File: config.mk
export PLATFORM = sky130hd
export DESIGN_NAME = pgprot_monitor
export DESIGN_NICKNAME = d
export VERILOG_FILES = /design/src/rtl/pgprot_pkg.sv /design/src/rtl/pgprot_range_match.sv /design/src/rtl/pgprot_fault_log.sv /design/src/rtl/pgprot_monitor.sv
export SDC_FILE = /design/constraint.sdc
export NUM_CORES = 1
export LEC_CHECK = 0
export BUFFER_PORTS_ARGS = -buffer_cell sky130_fd_sc_hd__buf_2
export CORE_ASPECT_RATIO = 1.75
export CORE_UTILIZATION = 49
export DETAILED_ROUTE_END_ITERATION = 16
export PLACE_DENSITY = 0.78
export RECOVER_POWER = 25
export SYNTH_ARGS = -nofsm -noshare
export SYNTH_HDL_FRONTEND = slang
export SYNTH_SLANG_ARGS = --single-unit
File: constraint.sdc
create_clock -name clk -period 6.29 [get_ports clk]
set_input_delay 1.258 -clock clk [delete_from_list [all_inputs] [get_ports clk]]
set_output_delay 1.258 -clock clk [all_outputs]
set_load 0.02 [all_outputs]
File: src/rtl/pgprot_pkg.sv
package pgprot_pkg;

  localparam int REG_ADDR_W = 6;

  localparam logic [REG_ADDR_W-1:0] OFS_PERM  = 6'h10;
  localparam logic [REG_ADDR_W-1:0] OFS_IEN   = 6'h1C;
  localparam logic [REG_ADDR_W-1:0] OFS_FLAG  = 6'h1E;
  localparam logic [REG_ADDR_W-1:0] OFS_FADLO = 6'h22;
  localparam logic [REG_ADDR_W-1:0] OFS_FADHI = 6'h24;

  // fault address field positions
  localparam int FLO_LSB = 5;
  localparam int FLO_MSB = 15;
  localparam int FHI_LSB = 16;
  localparam int FHI_MSB = 29;

  typedef struct packed {
    logic no_wr;
    logic no_rd;
  } perm_t;

  function automatic logic [REG_ADDR_W-1:0] first_ofs(input int k);
    return REG_ADDR_W'(4 * k);
  endfunction

  function automatic logic [REG_ADDR_W-1:0] last_ofs(input int k);
    return REG_ADDR_W'(4 * k + 2);
  endfunction

endpackage

File: src/rtl/pgprot_range_match.sv
module pgprot_range_match
  import pgprot_pkg::*;
#(
  parameter int PAGE_W = 22,
  parameter int REG_W  = 16
) (
  input  logic [PAGE_W-1:0] page_i,
  input  logic [REG_W-1:0]  first_i,
  input  logic [REG_W-1:0]  last_i,
  input  perm_t             perm_i,
  input  logic              valid_i,
  input  logic              write_i,
  output logic              viol_o
);

  logic in_span;
  logic denied;

  // zero-extend bounds so page bits above the bound width must be zero
  assign in_span = (PAGE_W'(first_i) <= page_i) && (page_i <= PAGE_W'(last_i));
  assign denied  = write_i ? perm_i.no_wr : perm_i.no_rd;
  assign viol_o  = valid_i && in_span && denied;

endmodule

File: src/rtl/pgprot_fault_log.sv
module pgprot_fault_log
  import pgprot_pkg::*;
#(
  parameter int NUM_RGN = 4,
  parameter int ADDR_W  = 32,
  parameter int REG_W   = 16
) (
  input  logic               clk,
  input  logic               rst,
  input  logic [NUM_RGN-1:0] viol_i,
  input  logic [NUM_RGN-1:0] clr_i,
  input  logic [ADDR_W-1:0]  addr_i,
  output logic [NUM_RGN-1:0] flag_q,
  output logic [REG_W-1:0]   fad_lo_q,
  output logic [REG_W-1:0]   fad_hi_q
);

  localparam int LO_W = FLO_MSB - FLO_LSB + 1;

  logic capture;

  assign capture = (|viol_i) && (flag_q == '0);

  always_ff @(posedge clk) begin
    if (rst) begin
      flag_q   <= '0;
      fad_lo_q <= '0;
      fad_hi_q <= '0;
    end else begin
      // a new violation wins over a clear in the same cycle
      flag_q <= (flag_q & ~clr_i) | viol_i;
      if (capture) begin
        fad_lo_q <= REG_W'({addr_i[FLO_MSB:FLO_LSB], {FLO_LSB{1'b0}}});
        fad_hi_q <= REG_W'(addr_i[FHI_MSB:FHI_LSB]);
      end
    end
  end


  fad_hold_chk: assert property (@(posedge clk) disable iff (rst)
    (|flag_q) |=> ($stable(fad_lo_q) && $stable(fad_hi_q)));


  flag_rise_chk: assert property (@(posedge clk) disable iff (rst)
    ((flag_q & ~$past(flag_q)) != '0) |-> $past(|viol_i));


  fad_lo_shape_chk: assert property (@(posedge clk) disable iff (rst)
    (fad_lo_q[FLO_LSB-1:0] == '0));

  // keep the width localparam referenced for readers of the field layout
  initial if (LO_W != 11) $display("fault log: low field is %0d bits", LO_W);

endmodule

File: src/rtl/pgprot_monitor.sv
module pgprot_monitor
  import pgprot_pkg::*;
#(
  parameter int ADDR_W     = 32,
  parameter int NUM_RGN    = 4,
  parameter int PAGE_SHIFT = 10,
  parameter int REG_W      = 16
) (
  input  logic                  clk,
  input  logic                  rst,
  input  logic [REG_ADDR_W-1:0] reg_addr,
  input  logic                  reg_wr,
  input  logic [REG_W-1:0]      reg_wdata,
  input  logic                  reg_rd,
  output logic [REG_W-1:0]      reg_rdata,
  input  logic                  acc_valid,
  input  logic                  acc_write,
  input  logic [ADDR_W-1:0]     acc_addr,
  output logic                  irq_o
);

  localparam int PAGE_W = ADDR_W - PAGE_SHIFT;
  localparam int PERM_W = $bits(perm_t);
  localparam int CTRL_W = PERM_W * NUM_RGN;
  localparam int IEN_W  = NUM_RGN + 1;

  logic [REG_W-1:0]   first_q [NUM_RGN];
  logic [REG_W-1:0]   last_q  [NUM_RGN];
  logic [CTRL_W-1:0]  perm_q;
  logic [IEN_W-1:0]   ien_q;
  logic [NUM_RGN-1:0] flag_q;
  logic [REG_W-1:0]   fad_lo_q;
  logic [REG_W-1:0]   fad_hi_q;
  logic [NUM_RGN-1:0] viol;
  logic [NUM_RGN-1:0] clr;
  logic [NUM_RGN-1:0] armed;
  logic [PAGE_W-1:0]  acc_page;
  logic [REG_W-1:0]   rd_val;

  assign acc_page = acc_addr[ADDR_W-1:PAGE_SHIFT];

  // configuration registers
  always_ff @(posedge clk) begin
    if (rst) begin
      for (int k = 0; k < NUM_RGN; k++) begin
        first_q[k] <= '0;
        last_q[k]  <= '0;
      end
      perm_q <= '0;
      ien_q  <= '0;
    end else if (reg_wr) begin
      for (int k = 0; k < NUM_RGN; k++) begin
        if (reg_addr == first_ofs(k)) first_q[k] <= reg_wdata;
        if (reg_addr == last_ofs(k))  last_q[k]  <= reg_wdata;
      end
      if (reg_addr == OFS_PERM) perm_q <= reg_wdata[CTRL_W-1:0];
      if (reg_addr == OFS_IEN)  ien_q  <= reg_wdata[IEN_W-1:0];
    end
  end

  // one comparator per range
  for (genvar g = 0; g < NUM_RGN; g++) begin : g_rgn
    pgprot_range_match #(
      .PAGE_W(PAGE_W),
      .REG_W (REG_W)
    ) u_match (
      .page_i (acc_page),
      .first_i(first_q[g]),
      .last_i (last_q[g]),
      .perm_i (perm_t'(perm_q[PERM_W*g +: PERM_W])),
      .valid_i(acc_valid),
      .write_i(acc_write),
      .viol_o (viol[g])
    );
  end

  assign clr = (reg_wr && reg_addr == OFS_FLAG)
             ? (reg_wdata[NUM_RGN-1:0] | {NUM_RGN{reg_wdata[NUM_RGN]}})
             : '0;

  pgprot_fault_log #(
    .NUM_RGN(NUM_RGN),
    .ADDR_W (ADDR_W),
    .REG_W  (REG_W)
  ) u_log (
    .clk     (clk),
    .rst     (rst),
    .viol_i  (viol),
    .clr_i   (clr),
    .addr_i  (acc_addr),
    .flag_q  (flag_q),
    .fad_lo_q(fad_lo_q),
    .fad_hi_q(fad_hi_q)
  );

  // read mux
  always_comb begin
    rd_val = '0;
    for (int k = 0; k < NUM_RGN; k++) begin
      if (reg_addr == first_ofs(k)) rd_val = first_q[k];
      if (reg_addr == last_ofs(k))  rd_val = last_q[k];
    end
    case (reg_addr)
      OFS_PERM:  rd_val = REG_W'(perm_q);
      OFS_IEN:   rd_val = REG_W'(ien_q);
      OFS_FLAG:  rd_val = REG_W'({|flag_q, flag_q});
      OFS_FADLO: rd_val = fad_lo_q;
      OFS_FADHI: rd_val = fad_hi_q;
      default: ;
    endcase
  end

  assign armed = flag_q & (ien_q[NUM_RGN-1:0] | {NUM_RGN{ien_q[NUM_RGN]}});

  always_ff @(posedge clk) begin
    if (rst) begin
      reg_rdata <= '0;
      irq_o     <= 1'b0;
    end else begin
      if (reg_rd) reg_rdata <= rd_val;
      irq_o <= |armed;
    end
  end


  irq_quiet_chk: assert property (@(posedge clk) disable iff (rst)
    (flag_q == '0) |=> !irq_o);


  irq_source_chk: assert property (@(posedge clk) disable iff (rst)
    irq_o |-> $past(|flag_q));


  perm_hold_chk: assert property (@(posedge clk) disable iff (rst)
    !(reg_wr && reg_addr == OFS_PERM) |=> $stable(perm_q));


  rdata_hold_chk: assert property (@(posedge clk) disable iff (rst)
    !reg_rd |=> $stable(reg_rdata));

endmodule

# After elaboration in Yosys (flattened, before gate mapping)
# Memory sizes are Yosys's and may differ from the RTL's.
# Cells that the tools add are included.
[word_totals] reg_bits=59 in_bits=60 wordCells=120 romBits=0 latch_bits=0 mem_bits_rw=128 n_memories=2
[mem_list] memory="first_q" words=4 word_bits=16 rd=4 rd_clocked_by_memory_dff=0 wr=4 line="pgprot_monitor.sv:27" text="logic [REG_W-1:0] first_q [NUM_RGN];"
[mem_list] memory="last_q" words=4 word_bits=16 rd=4 rd_clocked_by_memory_dff=0 wr=4 line="pgprot_monitor.sv:28" text="logic [REG_W-1:0] last_q [NUM_RGN];"
[classes] magnitude_cmp=8 div=0 n_addsub=0 mul=0 n_eq_ne=12 shift=0 reduce_logical=21 bitwise=14 n_mux=56
[ops] operator="16-bit 2-to-1 mux" count=16
[ops] operator="16-bit by 22-bit less-or-equal comparator with 1-bit output" count=4
[ops] operator="22-bit by 16-bit less-or-equal comparator with 1-bit output" count=4
[ops] operator="16-bit one-hot mux with 5 select lines" count=1
[ops] operator="1-bit 2-to-1 mux" count=38
[ops] operator="6-bit by 4-bit equality test with 1-bit output (second input constant)" count=4
[ops] operator="6-bit by 5-bit equality test with 1-bit output (second input constant)" count=3
[ops] operator="1-bit logical AND" count=14
[ops] operator="6-bit by 3-bit equality test with 1-bit output (second input constant)" count=2
[ops] operator="6-bit equality test (second input constant)" count=2
[ops] operator="4-bit OR" count=3
[ops] operator="4-bit OR reduction" count=3
[ops] operator="4-bit bitwise AND" count=2
[ops] operator="1-bit OR" count=8
[ops] operator="6-bit by 2-bit equality test with 1-bit output (second input constant)" count=1
[ops] operator="6-bit zero test" count=1
[ops] operator="4-bit zero test" count=1
[ops] operator="4-bit 2-to-1 mux" count=1
[ops] operator="4-bit inverter" count=1
[ops] operator="2-bit AND reduction" count=2

# Logic depth before layout (Yosys ltp)
# Gate-level depths: netlist of run 1.
[depth] depth_word=10 mapped_depth=10 ltp_nobuf=9

# Cells and area by module
# Synthesis of run 1 repeated with hierarchy kept, for this count alone.
[unflattened] cells_unflattened=1270 hier_area_um2=12441.9
[by_module_without_submodules] mod="pgprot_monitor" area_per_inst_um2=7592.3 seq_area_each_um2=4444.3 cells_each=663 n_inst=1
[by_module_without_submodules] mod="pgprot_range_match" area_per_inst_um2=873.3 seq_area_each_um2=0.0 cells_each=118 n_inst=4
[by_module_without_submodules] mod="pgprot_fault_log" area_per_inst_um2=1356.3 seq_area_each_um2=580.6 cells_each=135 n_inst=1

# Worst setup path after synthesis of run 1
# No wires, ideal clock.
[synth_timing] path_kind="in2reg" from="input port acc_addr[15]" to="register u_log.fad_lo_q[10]" arrival_ns=3.454 cell_stages=10 required_time_ns=6.218 setup_slack_ns=2.765 path_buffers=1 path_cell_list="inv_1 > ha_1 > a21oi_1 > o21ai_1 > a2111oi_0 > a2111oi_0 > or4_4 > a41oi_4 > buf_6 > mux2i_1"
[synth_via] elab_chain_cells=6
[synth_lines] item="from (decl)" line="pgprot_monitor.sv:18" text="input logic [ADDR_W-1:0] acc_addr,"
[synth_lines] item="16-bit by 22-bit less-or-equal comparator with 1-bit output / 22-bit by 16-bit less-or-equal comparator with 1-bit output (equally long branches)" line="pgprot_range_match.sv:20" text="assign in_span = (PAGE_W'(first_i) <= page_i) && (page_i <= PAGE_W'(last_i));"
[synth_lines] item="1-bit logical AND" line="pgprot_range_match.sv:20"
[synth_lines] item="1-bit logical AND (2 in series)" line="pgprot_range_match.sv:22" text="assign viol_o = valid_i && in_span && denied;"
[synth_lines] item="4-bit OR reduction *" line="pgprot_fault_log.sv:22" text="assign capture = (|viol_i) && (flag_q == '0);"
[synth_lines] item="1-bit logical AND *" line="pgprot_fault_log.sv:22"
[synth_lines] item="to (signal assigned)" line="pgprot_fault_log.sv:33" text="fad_lo_q <= REG_W'({addr_i[FLO_MSB:FLO_LSB], {FLO_LSB{1'b0}}});"
[synth_lines] item="to (decl)" line="pgprot_fault_log.sv:14" text="output logic [REG_W-1:0] fad_lo_q,"
# Mark *: on every way between the ends. The rest lies on a longest branch, timed or not.
# A chain may end at the register's enable or synchronous reset.

==> flow_metrics.py, run 1 <==
metrics = {
    "placed_design": {
        "placed_area_sq_um": 12000,
        "pre_cts_ws_ps": 1920,
        "placedCellCount": 1458,
        "numPortBuffers": 71,
        "hpwl_mm": 25.9,
        "gp_congestion": 0.936,
    },
    "clock_tree": {
        "cts_resized": 0,
        "cts_setup_buffers": 0,
        "clk_pin_slew_ps": 60,
        "cts_tree": "yes",
        "clk_latency_ps": 460,
        "cts_buffers": 17,
        "htreeDepth": 4,
        "cts_hold_buf": 0,
        "root_buffer": "clkbuf_16",
        "clk_path_buf_depth": 2,
        "cts_sinks": 187,
    },
    "logic_synthesis": {
        "synth_area_per_cell_sq_um": 10.1,
        "yosysWarnings": 0,
        "syn_nets": 1311,
        "synthArstFlopShare_pct": 0,
        "ys_seq_area_share_pct": 44.4,
        "netlist_area_sq_um": 11300,
        "ys_types": 55,
        "synth_flop_cell": "edfxtp_1",
        "postSynthCellCount": 1123,
        "synth_edf_count": 128,
        "synth_seq_cells": 187,
    },
    "power": {
        "ir_drop_mv": 0.203,
        "leakage_nw": 4.90,
        "pwr_density_cell_nw_per_um2": 228,
    },
    "cells_and_area": {
        "diodes": 0,
        "seqCellArea_sq_um": 5020,
        "multiInputGateArea_sq_um": 5760,
        "finalNetCount": 1365,
        "design_area_sq_um": 12500,
        "layout-drive-gt1-share_pct": 8.32,
        "fin_cells": 1490,
        "nFillCells": 2044,
        "syn2layout_area_growth_pct": 10.3,
    },
    "setup_path": {
        "setup.worst_path.start": "rst",
        "r2r-start": "first_q[1][3]",
        "r2r_end": "u_log.fad_hi_q[11]",
        "worstSetupPathType": "input port to flop",
        "cp.required_ps": 6380,
        "arrival_ps": 4820,
        "r2r_setup_slack_ps": 3160,
        "startpoint_type": "input port",
        "cp_max_fo": 71,
        "worstSetupEndpoint": "first_q[2][6]",
        "setup.worst_path.end_class": "flop",
        "ff2ff_path_depth": 9,
    },
    "run": {
        "maxCapViolCount": 1,
    },
    "timing": {
        "rsz0062_at_grt": "no",
        "skew_ps": 10.4,
        "timing.final.crit_share_pct": 75.2,
        "worst_slew_pin_slew_ps": 2740,
        "slew_violations": 72,
        "min_period_ps": 4730,
        "whs_ps": 473,
        "maxSlewHeadroom_pct": -82.8,
        "hold_viol_final": 0,
        "fin_tns_setup_ps": 0,
        "final-setup-viol-count": 0,
        "fmax_ghz": 0.211,
        "setup_slack_ps": 1560,
    },
    "floorplan": {
        "row_count": 73,
        "start_util_pct": 49.9,
        "num_io_pins": 77,
        "core-area_sq_um": 22700,
        "chipWidth_microns": 117,
        "die_area_sq_um": 23700,
        "die_y_microns": 203,
    },
    "global_route": {
        "antenna_found_initial": 0,
        "grt_pass1_wl_mm": 51.0,
        "grt_pass1_vias": 9194,
        "grt_overflow": 0,
        "grt_usage_pct": 29.8,
        "grt_max_degree": 72,
    },
    "outcome": {
        "violations": "capacitance limit, slew limit",
        "status": "finished with violations",
    },
    "routing": {
        "drt_iter0_markers": 896,
        "first_pass_iters": 5,
        "wl_per_cell_microns": 22.3,
        "ant_nets": 0,
        "routed_wl_mm": 33.3,
        "drc": 0,
        "vias": 9167,
        "viasPerCell": 6.15,
    },
    "worst_hold_path": {
        "hp-class": "flop to flop",
    },
}
sequential cells by signal, summed over array words and instances (netlist names):
name,flops
first_q,64
ien_q,5
u_log.flag_q,4
irq_o,1
perm_q,8
u_log.fad_lo_q,11
reg_rdata,16
last_q,64
u_log.fad_hi_q,14
worst max-delay path: stages:
cell,delay [ps]
clkbuf_1,860
clkbuf_1,2010
a21o_1,640
logic make-up after synthesis:
group           Yosys count  share of synthesized area (%)
compound gates          241                           14.7
fa+ha+maj               128                           14.2
buf+inv                 139                           4.87
flops                   187                           44.4
mux                      25                           2.23
simple gates            403                           19.6
cell type report:
type                       instances  share of cell area [%]
tap                              300                    3.01
clock buffer                      21                    3.61
sequential                       187                    40.3
timing repair buffer              84                    3.26
clock inverter                    11                    1.00
inverter                          90                    2.71
multi-input combinational        797                    46.1
worst min-delay path by stage:
stage	depth (start not counted)	from	slack [ps]	endpoint
after CTS	2	reg_rdata[0]	470	reg_rdata[0]
after detailed placement	2	reg_rdata[0]	460	reg_rdata[0]
after global routing	2	u_log.fad_lo_q[5]	490	u_log.fad_lo_q[5]
after global placement	2	perm_q[0]	450	perm_q[0]
final	2	u_log.fad_lo_q[8]	470	u_log.fad_lo_q[8]
after floorplan	2	perm_q[1]	450	perm_q[1]
cells in the mapped netlist, types with 8 or more instances:
cell,number,area (sq um)
nand3_1,38,190
o21ai_0,24,120
nor3_1,17,85.1
a21oi_1,64,320
ha_1,128,1600
a22oi_1,41,308
edfxtp_1,128,3840
a21o_1,8,60.1
a311oi_1,12,105
inv_1,90,338
nand2b_1,55,344
and2_1,130,813
clkbuf_1,39,146
nand2_1,45,169
dfxtp_1,59,1180
buf_2,8,40.0
nor2_1,64,240
a211oi_1,12,90.1
a221oi_1,14,123
a31oi_1,19,119
nand4_1,23,144
mux2i_1,23,230
nor4_1,8,50.1
a22o_1,10,87.6
metrics by stage:
| stage | power [mW] | utilization [%] |
|---|---|---|
| final | 2.84 | 55.1 |
| after global routing | 2.94 | 55.1 |
| after CTS | 2.85 | 55.3 |
| after detailed placement | 1.77 | 52.8 |
| after global placement | 1.76 | 52.8 |
| after floorplan | 1.62 | - |
metal layers:
layer / vias up / part of all wire, % / global-route usage [%]
met5: - / 0 / 0
met4: 0 / 6.9 / 18.9
met3: 134 / 5.7 / 6.03
met2: 398 / 52 / 53.5
met1: 4412 / 35 / 30.7
li1: 4223 / - / -
layout by cell type, fill, tap and decap left out, types with 8 or more instances in the layout:
master       n
ha_1       128
edfxtp_1   128
and2_1     108
inv_1       90
nor2_1      64
a21oi_1     64
dfxtp_1     59
nand2b_1    55
buf_2       52
nand2_1     45
a22oi_1     41
nand3_1     38
clkbuf_1    28
o21ai_0     24
nand4_1     23
mux2i_1     23
and2_0      22
a31oi_1     19
clkbuf_16   17
nor3_1      15
a221oi_1    14
a211oi_1    12
a311oi_1    12
a22o_1      10
a21o_1       8
power breakdown:
part	total [mW]	switching [mW]	leakage (nW)	internal, mW
registers	1.40	0.0322	1.70	1.36
clock network	1.09	0.468	0.285	0.627
logic	0.353	0.230	2.92	0.123
Note: power is estimated with default switching activity, not from simulation.
==> run 2: changes to the inputs <==
==> constraint.sdc (replaced) <==
create_clock -name clk -period 4.75 [get_ports clk]
set_input_delay 0.95 -clock clk [delete_from_list [all_inputs] [get_ports clk]]
set_output_delay 0.95 -clock clk [all_outputs]
set_load 0.02 [all_outputs]
==> run 2 against run 1 <==
The flow still finishes with violations (capacitance limit, slew limit); sequential cell count did not move; global-route usage fell by 0.37 points; highest routed layer unchanged; critical endpoint is now last_q[1][14]; design area rose by 0.34%; non-clock buffer count rose by 6; first-iteration DRC count fell by 1.8%; register-to-register slack got worse by 1600 ps; critical path type unchanged.
==> flow_metrics.py, run 2 (synthesis gave the netlist of run 1 again) <==
metrics = {
    "outcome": {
        "status": "finished with violations",
        "violations": "capacitance limit, slew limit",
    },
    "run": {
        "maxCapViolCount": 1,
    },
    "cells_and_area": {
        "seqCellArea_sq_um": 5020,
        "diodes": 0,
        "syn2layout_area_growth_pct": 10.7,
        "fin_util_pct": 55.3,
        "finalNetCount": 1371,
        "final_cell_mix": "128 x ha_1, 128 x edfxtp_1, 109 x and2_1, 90 x inv_1",
        "largest_registers": "first_q: 64 flops, last_q: 64 flops, reg_rdata: 16 flops",
        "layout-drive-gt1-share_pct": 9.28,
        "nFillCells": 2006,
        "multiInputGateArea_sq_um": 5750,
    },
    "timing": {
        "maxSlewHeadroom_pct": -33.4,
        "slew_violations": 58,
        "hold_viol_final": 0,
        "worst_slew_pin_slew_ps": 2000,
        "timing.final.crit_share_pct": 75.3,
        "final-setup-viol-count": 0,
        "skew_ps": 12.2,
        "fin_tns_setup_ps": 0,
        "fmax_ghz": 0.280,
        "min_period_ps": 3580,
        "rsz0062_at_grt": "no",
    },
    "clock_tree": {
        "root_buffer": "clkbuf_16",
        "cts_hold_buf": 0,
        "cts_resized": 0,
        "cts_sinks": 187,
        "clk_pin_slew_ps": 70,
        "cts_setup_buffers": 0,
        "cts_buffers": 17,
        "clk_latency_ps": 470,
        "clk_path_buf_depth": 2,
        "cts_tree": "yes",
        "htreeDepth": 4,
    },
    "floorplan": {
        "row_count": 73,
        "start_util_pct": 49.9,
        "chipWidth_microns": 117,
        "num_io_pins": 77,
        "die_area_sq_um": 23700,
        "core-area_sq_um": 22700,
        "die_y_microns": 203,
    },
    "setup_path": {
        "critPathMaxStageDelay_ps": 1410,
        "cp_max_fo": 57,
        "cp_top_family": "buffers and inverters",
        "setup.worst_path.end_class": "flop",
        "path_cells": "clkbuf_1 -> buf_4 -> a21o_1",
        "worstPathBufferInverterCount": 2,
        "crit_slowest_cell": "clkbuf_1",
        "worstSetupPathType": "input port to flop",
        "cp.required_ps": 4840,
        "startpoint_type": "input port",
        "setup.worst_path.start": "rst",
        "r2r-start": "last_q[1][11]",
        "arrival_ps": 3670,
    },
    "global_route": {
        "grt.busiest_layer": "met2",
        "met2_usage_pct": 51.4,
        "antenna_found_initial": 0,
        "grt_overflow": 0,
        "met3_usage_pct": 4.42,
        "grt_max_degree": 58,
        "grt_pass1_wl_mm": 50.3,
        "met1_usage_pct": 29.6,
        "grt_pass1_vias": 9105,
        "grt_usage_pct": 29.4,
    },
    "placed_design": {
        "hpwl_mm": 25.6,
        "numPortBuffers": 71,
        "gp_congestion": 0.977,
    },
    "routing": {
        "wl_per_cell_microns": 22.3,
        "vias": 9306,
        "routed_wl_mm": 33.4,
        "drt_iter0_markers": 880,
        "viasPerCell": 6.22,
        "drc": 0,
        "ant_nets": 0,
        "first_pass_iters": 5,
    },
    "power": {
        "leakage_nw": 4.94,
        "ir_drop_mv": 0.297,
        "power_mw": 3.76,
        "pwr_density_cell_nw_per_um2": 300,
    },
    "worst_hold_path": {
        "min-delay-start": "u_log.fad_hi_q[13]",
        "hp-class": "flop to flop",
    },
}
run 2: changes by cell type in the layout (fill, tap and decap cells not counted), moves of 3 or more:
cell / change
clkbuf_1: -5
clkinv_2: -3
buf_4: +7
clkinv_1: -3
inv_6: +6
inv_8: +4
run 2: routing by layer:
layer  up-vias  part of all wire, %
met5         -                    0
met2       425                   51
met4         0                  9.1
met1      4474                   34
met3       169                  5.4
li1       4238                    -
run 2: report_power, final:
group / total (mW) / internal, mW / switching [mW]
clock: 1.44 / 0.744 / 0.695
sequential: 1.85 / 1.81 / 0.0452
combinational: 0.469 / 0.164 / 0.305
total: 3.76 / 2.71 / 1.05
run 2: worst reg2reg max path: stages (launching register included):
cell and delay (ps):
edfxtp_1 420, inv_1 80, ha_1 240, a211oi_1 200, o21ai_0 200, a22oi_1 400, a32oi_1 160, or4_4 590
a41oi_4 180, buf_4 400, mux2i_1 270
run 2: worst paths after layout:
check                            end  slack [ps]  cells after the start
setup / recovery       last_q[1][14]        1170                      3
hold / removal    u_log.fad_hi_q[13]         480                      1
setup reg to reg   u_log.fad_hi_q[2]        1550                     10
hold reg to reg   u_log.fad_hi_q[13]         480                      1
run 2: stage by stage:
| stage | cell area [sq um] | hold WS [ps] | worst slack (ps) | std cells |
|---|---|---|---|---|
| after detailed placement | 12000 | 463 | 783 | 1464 |
| after floorplan | 11300 | 446 | 1530 | 1123 |
| after CTS | 12600 | 476 | 1270 | 1496 |
| after global placement | 12000 | 455 | 885 | 1464 |
| final | 12500 | 476 | 1170 | 1496 |
| after global routing | 12500 | 487 | 1040 | 1496 |
run 2: layout make-up:
type                       instances  area share [%]
clock buffer                      17            3.40
clock inverter                    15            1.22
inverter                          90            2.70
multi-input combinational        797            45.9
sequential                       187            40.1
tap                              300            3.00
timing repair buffer              90            3.65
